===== config.mk =====
export PLATFORM = sky130hd
export DESIGN_NAME = lfill_ctrl
export DESIGN_NICKNAME = d
export VERILOG_FILES = /design/src/rtl/lfill_pkg.sv /design/src/rtl/lfill_bank.sv /design/src/rtl/lfill_seq.sv /design/src/rtl/lfill_ctrl.sv
export SDC_FILE = /design/constraint.sdc
export NUM_CORES = 1
export LEC_CHECK = 0
export BUFFER_PORTS_ARGS = -buffer_cell sky130_fd_sc_hd__buf_2
export CAP_MARGIN = 15
export CORE_UTILIZATION = 53
export CTS_CLUSTER_DIAMETER = 40
export CTS_CLUSTER_SIZE = 24
export DETAILED_ROUTE_END_ITERATION = 8
export GPL_TIMING_DRIVEN = 0
export HOLD_SLACK_MARGIN = 0.06
export PLACE_DENSITY = 0.91
export SLEW_MARGIN = 10
export SYNTH_ARGS = -nofsm -noshare
export SYNTH_HDL_FRONTEND = slang
export SYNTH_SLANG_ARGS = --single-unit

===== constraint.sdc =====
create_clock -name clk -period 2.3 [get_ports clk]
set_clock_uncertainty 0.1 [all_clocks]
set_input_delay 0.46 -clock clk [delete_from_list [all_inputs] [get_ports clk]]
set_output_delay 0.46 -clock clk [all_outputs]
set_load 0.005 [all_outputs]

===== src/rtl/lfill_pkg.sv =====
package lfill_pkg;

   typedef enum logic [1:0] {
      FS_IDLE = 2'd0,
      FS_ADDR = 2'd1,
      FS_ACC  = 2'd2,
      FS_XFER = 2'd3
   } fill_st_e;

   // Total bus cycles of one fill, counted from the cycle after acceptance.
   function automatic int fill_len(input bit interleaved, input int n_words,
                                   input int addr_cyc, input int acc_cyc,
                                   input int xfer_cyc);
      if (interleaved)
         return addr_cyc + acc_cyc + n_words * xfer_cyc;
      else
         return addr_cyc + n_words * (acc_cyc + xfer_cyc);
   endfunction

endpackage


===== src/rtl/lfill_bank.sv =====
module lfill_bank #(
   parameter int          WORD_W  = 32,
   parameter int          ADDR_W  = 32,
   parameter int          ACC_CYC = 15,
   parameter logic [31:0] SALT    = 32'h3C96_0000
) (
   input  logic              clk,
   input  logic              rst_n,
   input  logic              start,
   input  logic [ADDR_W-1:0] addr,
   output logic              rdy,
   output logic [WORD_W-1:0] data
);
   localparam int LW = $clog2(ACC_CYC + 1);

   logic [LW-1:0]     left;
   logic              held;
   logic [WORD_W-1:0] data_q;

   always_ff @(posedge clk or negedge rst_n) begin
      if (!rst_n) begin
         left   <= '0;
         held   <= 1'b0;
         data_q <= '0;
      end else if (start) begin
         left   <= LW'(ACC_CYC);
         held   <= 1'b1;
         data_q <= WORD_W'(addr) ^ WORD_W'(SALT);
      end else if (left != '0) begin
         left <= left - 1'b1;
      end
   end

   assign rdy  = held && (left == '0);
   assign data = data_q;

   // a bank is never restarted while its access is still running
   p_no_restart_r3: assert property (@(posedge clk) disable iff (!rst_n)
      start |-> (left == '0));

endmodule


===== src/rtl/lfill_seq.sv =====
module lfill_seq
   import lfill_pkg::*;
#(
   parameter int N_WORDS     = 4,
   parameter int LINE_W      = 28,
   parameter int ADDR_CYC    = 1,
   parameter int ACC_CYC     = 15,
   parameter int XFER_CYC    = 1,
   parameter bit INTERLEAVED = 1'b1,
   parameter int CYC_W       = 8
) (
   input  logic                       clk,
   input  logic                       rst_n,
   input  logic                       req_valid,
   input  logic [LINE_W-1:0]          req_line,
   output logic                       req_ready,
   output logic                       go,
   output logic [$clog2(N_WORDS)-1:0] go_idx,
   output logic [LINE_W-1:0]          line_q,
   output logic [$clog2(N_WORDS)-1:0] widx,
   output logic                       rsp_valid,
   output logic                       rsp_last,
   output logic [CYC_W-1:0]           fill_cyc
);
   localparam int BSEL_W   = $clog2(N_WORDS);
   localparam int PC_W     = $clog2(ADDR_CYC + ACC_CYC + XFER_CYC + 1);
   localparam int FILL_CYC = fill_len(INTERLEAVED, N_WORDS, ADDR_CYC, ACC_CYC, XFER_CYC);
   localparam bit SINGLE   = !INTERLEAVED;

   fill_st_e         st;
   logic [PC_W-1:0]  pc;
   logic [CYC_W-1:0] cyc;
   logic             last_w;
   logic             slot_end;

   assign last_w   = (widx == BSEL_W'(N_WORDS - 1));
   assign slot_end = (pc == '0);

   always_ff @(posedge clk or negedge rst_n) begin
      if (!rst_n) begin
         st     <= FS_IDLE;
         pc     <= '0;
         widx   <= '0;
         line_q <= '0;
         cyc    <= '0;
      end else begin
         case (st)
            FS_IDLE: if (req_valid) begin
               st     <= FS_ADDR;
               pc     <= PC_W'(ADDR_CYC - 1);
               widx   <= '0;
               line_q <= req_line;
               cyc    <= CYC_W'(1);
            end
            FS_ADDR: begin
               cyc <= cyc + 1'b1;
               if (slot_end) begin
                  st <= FS_ACC;
                  pc <= PC_W'(ACC_CYC - 1);
               end else pc <= pc - 1'b1;
            end
            FS_ACC: begin
               cyc <= cyc + 1'b1;
               if (slot_end) begin
                  st <= FS_XFER;
                  pc <= PC_W'(XFER_CYC - 1);
               end else pc <= pc - 1'b1;
            end
            FS_XFER: begin
               if (!slot_end) begin
                  pc  <= pc - 1'b1;
                  cyc <= cyc + 1'b1;
               end else if (last_w) begin
                  st <= FS_IDLE;
               end else begin
                  cyc  <= cyc + 1'b1;
                  widx <= widx + 1'b1;
                  if (SINGLE) begin
                     st <= FS_ACC;
                     pc <= PC_W'(ACC_CYC - 1);
                  end else begin
                     pc <= PC_W'(XFER_CYC - 1);
                  end
               end
            end
            default: st <= FS_IDLE;
         endcase
      end
   end

   assign req_ready = (st == FS_IDLE);
   assign rsp_valid = (st == FS_XFER) && slot_end;
   assign rsp_last  = rsp_valid && last_w;
   assign go        = ((st == FS_ADDR) && slot_end) ||
                      (SINGLE && (st == FS_XFER) && slot_end && !last_w);
   assign go_idx    = (st == FS_ADDR) ? '0 : widx + 1'b1;
   assign fill_cyc  = cyc;

   // no word is ever presented while the controller reports idle
   p_busy_excl_r6: assert property (@(posedge clk) disable iff (!rst_n)
      rsp_valid |-> !req_ready);
   // the last word lands exactly on the nominal fill length
   p_last_len_r7: assert property (@(posedge clk) disable iff (!rst_n)
      rsp_last |-> (fill_cyc == CYC_W'(FILL_CYC)));
   // the fill counter holds while idle and unrequested
   p_cyc_hold_r7: assert property (@(posedge clk) disable iff (!rst_n)
      (req_ready && !req_valid) |=> $stable(fill_cyc));
   // ready comes back right after the final word
   p_ready_after_r8: assert property (@(posedge clk) disable iff (!rst_n)
      rsp_last |=> req_ready);

endmodule


===== src/rtl/lfill_ctrl.sv =====
module lfill_ctrl
   import lfill_pkg::*;
#(
   parameter int          ADDR_W      = 32,
   parameter int          WORD_W      = 32,
   parameter int          N_WORDS     = 4,
   parameter int          ADDR_CYC    = 1,
   parameter int          ACC_CYC     = 15,
   parameter int          XFER_CYC    = 1,
   parameter bit          INTERLEAVED = 1'b1,
   parameter int          CYC_W       = 8,
   parameter logic [31:0] SALT        = 32'h3C96_0000
) (
   input  logic                       clk,
   input  logic                       rst_n,
   input  logic                       req_valid,
   input  logic [ADDR_W-1:0]          req_addr,
   output logic                       req_ready,
   output logic                       rsp_valid,
   output logic [WORD_W-1:0]          rsp_data,
   output logic [$clog2(N_WORDS)-1:0] rsp_idx,
   output logic                       rsp_last,
   output logic [CYC_W-1:0]           fill_cyc
);
   localparam int BSEL_W   = $clog2(N_WORDS);
   localparam int BYTE_W   = $clog2(WORD_W / 8);
   localparam int OFF_W    = BSEL_W + BYTE_W;
   localparam int LINE_W   = ADDR_W - OFF_W;
   localparam int N_BANK   = INTERLEAVED ? N_WORDS : 1;
   localparam int FILL_CYC = fill_len(INTERLEAVED, N_WORDS, ADDR_CYC, ACC_CYC, XFER_CYC);

   if (N_WORDS < 2 || (N_WORDS & (N_WORDS - 1)) != 0) begin : g_bad_words
      $error("N_WORDS must be a power of two, at least 2");
   end
   if (WORD_W < 8 || (WORD_W % 8) != 0 || (WORD_W & (WORD_W - 1)) != 0) begin : g_bad_word_w
      $error("WORD_W must be a power-of-two number of bytes");
   end
   if (ADDR_CYC < 1 || ACC_CYC < 1 || XFER_CYC < 1) begin : g_bad_timing
      $error("every phase needs at least one cycle");
   end
   if (FILL_CYC >= (1 << CYC_W)) begin : g_bad_cyc_w
      $error("CYC_W too narrow for the fill length");
   end
   if (LINE_W < 1) begin : g_bad_addr_w
      $error("ADDR_W too narrow for the block size");
   end

   logic              go;
   logic [BSEL_W-1:0] go_idx;
   logic [LINE_W-1:0] line_q;
   logic [BSEL_W-1:0] widx;
   logic              sel_rdy;
   logic [OFF_W-1:0]  unused_off;
   logic [WORD_W-1:0] bank_data [N_BANK];
   logic              bank_rdy  [N_BANK];

   assign unused_off = req_addr[OFF_W-1:0];

   lfill_seq #(
      .N_WORDS(N_WORDS), .LINE_W(LINE_W), .ADDR_CYC(ADDR_CYC),
      .ACC_CYC(ACC_CYC), .XFER_CYC(XFER_CYC), .INTERLEAVED(INTERLEAVED),
      .CYC_W(CYC_W)
   ) seq_u (
      .clk(clk), .rst_n(rst_n), .req_valid(req_valid),
      .req_line(req_addr[ADDR_W-1:OFF_W]), .req_ready(req_ready),
      .go(go), .go_idx(go_idx), .line_q(line_q), .widx(widx),
      .rsp_valid(rsp_valid), .rsp_last(rsp_last), .fill_cyc(fill_cyc)
   );

   if (INTERLEAVED) begin : g_banked
      logic [BSEL_W-1:0] unused_gidx;
      assign unused_gidx = go_idx;
      for (genvar g = 0; g < N_WORDS; g++) begin : g_bank
         lfill_bank #(
            .WORD_W(WORD_W), .ADDR_W(ADDR_W), .ACC_CYC(ACC_CYC), .SALT(SALT)
         ) bank_u (
            .clk(clk), .rst_n(rst_n), .start(go),
            .addr({line_q, BSEL_W'(g), {BYTE_W{1'b0}}}),
            .rdy(bank_rdy[g]), .data(bank_data[g])
         );
      end
      assign rsp_data = bank_data[widx];
      assign sel_rdy  = bank_rdy[widx];
   end else begin : g_single
      lfill_bank #(
         .WORD_W(WORD_W), .ADDR_W(ADDR_W), .ACC_CYC(ACC_CYC), .SALT(SALT)
      ) bank_u (
         .clk(clk), .rst_n(rst_n), .start(go),
         .addr({line_q, go_idx, {BYTE_W{1'b0}}}),
         .rdy(bank_rdy[0]), .data(bank_data[0])
      );
      assign rsp_data = bank_data[0];
      assign sel_rdy  = bank_rdy[0];
   end

   assign rsp_idx = widx;

   // the sequencer never presents a word before the bank finished its access
   p_bank_ready_r2: assert property (@(posedge clk) disable iff (!rst_n)
      rsp_valid |-> sel_rdy);

endmodule


==> run summary <==
Pin count of the biggest net entering global routing: 45
Final total negative setup slack: 0 ns
Initial antenna violation count: 0
Yosys top cell by area: dfrtp_1
# diodes: 0
DP HPWL: 4550 microns
Placement row count: 28
Min Tclk post-route: 2.13 ns
CTS tree: yes
Drt drc: 0
Yosys cell types: 38
First-pass GRT wire length: 10200 microns
Setup Viol. Count Final: 0
Pins over their slew limit: 0
Async S/R FF share, synth: 100%
Startpoint types: flip-flop
Worst-path clk slew: 0.07 ns
Post-synth EDFFs: 0
XOR/XNOR Fraction of Synth Area: 0%
Final RePlAce weighted congestion: 0.750
Cell Count, Final, Fillers Out: 438
Mapped Avg Cell Area: 12.0 sq um
Worst Path Required: 1.74 ns
Fin crit share: 92.4%
Main synth FF type: dfrtp_1
Status: finished clean
Largest family of logic cells by synthesized area: multiplexers
Hold/Removal Path Class: input port to flip-flop
Post-layout nets: 403
RSZ-0062 raised after global routing: no
Max H-tree Level: 3
Worst Path Arrival: 1.57 ns
Final worst slack: 0.174 ns
Yosys warns: 0
Power Dens Cells: 1350 nW/um^2
Total gr overflow: 0
Vias in the first global route: 2227
Pin slew with the least headroom to its limit: 0.557 ns
Insertion delay to the later sink of the worst-skew pair: 0.34 ns
Drt first-iter violations: 85
Compound-Gate Fraction of Synth Area: 6.48%
Share of layout cells above drive strength 1: 41.3%
CP Capture Type: output pin
Most common cell in the synthesized netlist: dfrtp_1
Max Buffers Root-to-Sink: 2
Normalized max-slew margin: 62.6%
Post-Route WL: 6310 microns
Routed Antenna Nets: 0
Initial Util: 55.1%
TritonCTS buffer count: 9
Core Area: 5920 sq um
GRT Overall Usage: 21.5%
PortBufs: 73
Cell area after synthesis: 3260 sq um
Simple-gate area share of the yosys netlist: 9.43%
Max_cap viols: 0
Die width: 80.5 microns
Synth Register Bits: 74
DP Cell Count: 422
Util after Layout: 66.4%
DR vias/cell: 5.12
Share of the synthesized area in the top cell type: 56.7%
Leakage power: 1.92 nW
Most instantiated cells after synthesis: dfrtp_1 (74), mux2_2 (47), clkbuf_1 (34)
Adder-cell share of the synthesized area: 3.07%
Peak VDD IR: 873 uV
Die ar.: 6470 sq um
Final hold viol count: 0
Die H: 80.5 microns
Drt first pass iters: 4
Place WS: 0.0215 ns
Average wire per standard cell: 14.4 microns
Syn Inst Count: 272
Boundary Pins: 80
F_max: 470 MHz
Register area share after synthesis: 56.7%
Critical-path maximum fanout: 4
Via Count: 2242
Setup Crit Path Kind: flip-flop to output pin
# fillers: 453
Root Buffer: clkbuf_8
Ranking of synthesized cells by area: dfrtp_1 (57%), mux2_2 (16%), clkbuf_1 (3.9%)
Multiplexer share of the synthesized area: 18.1%
CTS Sinks: 74
Area grow syn2layout: 20.5%
power by group:
part / switching [W] / total [W] / internal [W] / leakage, nW
combinational: 0.000998 / 0.00220 / 0.00120 / 0.929
clock: 0.000447 / 0.000848 / 0.000401 / 0.0875
sequential: 0.000347 / 0.00225 / 0.00190 / 0.906
metal layers:
metal | part of all wire (%) | track usage [%] | vias to the layer above
met5 | 0 | 0 | -
met4 | 1.2 | 6.07 | 0
met3 | 5.4 | 7.84 | 8
met2 | 51 | 36.1 | 60
met1 | 43 | 25.9 | 1087
li1 | - | - | 1087
cell families after synthesis:
group | count (synthesis)
flip-flops | 74
multiplexers | 52
other | 1
buffers and inverters | 47
AND/OR/NAND/NOR | 56
adder cells (fa/ha/maj) | 8
AO/OA/AOI/OAI | 34
layout make-up:
type                       count  area [sq um]  area share, %
buffer                        40           174           4.42
clock buffer                  10           138           3.50
clock inverter                 4          20.0          0.509
inverter                       7          26.3          0.668
multi-input combinational    152          1220           31.1
sequential                    74          1850           47.1
tap                           75          93.8           2.39
timing repair buffer          76           405           10.3
worst paths after layout:
| path | cells past startpoint | slack, ns | end | from |
|---|---|---|---|---|
| max reg2reg | 7 | 0.21 | seq_u.pc[0] | seq_u.st[0] |
| min reg2reg | 1 | 0.36 | g_banked.g_bank[3].bank_u.data[27] | seq_u.line_q[23] |
| min | 2 | 0.24 | seq_u.line_q[25] | req_addr[29] |
| min in group asynchronous | 2 | 0.49 | g_banked.g_bank[3].bank_u.data[14] | rst_n |
| max | 5 | 0.17 | rsp_last | seq_u.pc[0] |
| max in group asynchronous | 3 | 1.05 | seq_u.fill_cyc[3] | rst_n |
critical path, cell delays in order (launching register included):
cell and delay [ns]:
dfrtp_1 0.40, inv_1 0.07, ha_1 0.20, nor3b_2 0.24, and4_1 0.21, buf_2 0.11
through the flow:
step,area [sq um],hold slack [ns],total power [W]
finish,3930,0.245,0.00529
global route,3930,0.224,0.00572
detailed placement,3750,0.324,0.00446
floorplan,3270,0.0644,0.00371
global placement,3730,0.344,0.00429
CTS,3930,0.229,0.00535
placed cells by master (no fill, tap or decap), types with 3 or more instances in the layout:
| cell type | count |
|---|---|
| nor3_1 | 3 |
| dfrtp_1 | 74 |
| inv_1 | 7 |
| clkinv_2 | 4 |
| nor2_1 | 8 |
| mux2_2 | 47 |
| and2_1 | 3 |
| and3_1 | 3 |
| nor2b_1 | 5 |
| clkbuf_1 | 32 |
| nand2_1 | 15 |
| nand3_1 | 5 |
| o31ai_1 | 4 |
| buf_2 | 74 |
| clkbuf_8 | 10 |
| buf_4 | 5 |
| nand2b_1 | 4 |
| ha_1 | 8 |
| o21ai_0 | 19 |
sequential cells by signal (all words and copies together) (netlist names):
signal / count
g_banked.g_bank.bank_u.data: 29
seq_u.fill_cyc: 8
seq_u.line_q: 28
seq_u.pc: 5
seq_u.st: 2
seq_u.widx: 2
what timing repair did:
action / CTS / global route
hold buffers: 1 / 0
endpoints found under the hold margin: 30 / 0
buffers inserted: 1 / 0
setup endpoints to repair: 6 / 17
resized for setup: 1 / 4
Note: power is estimated with default switching activity, not from simulation.
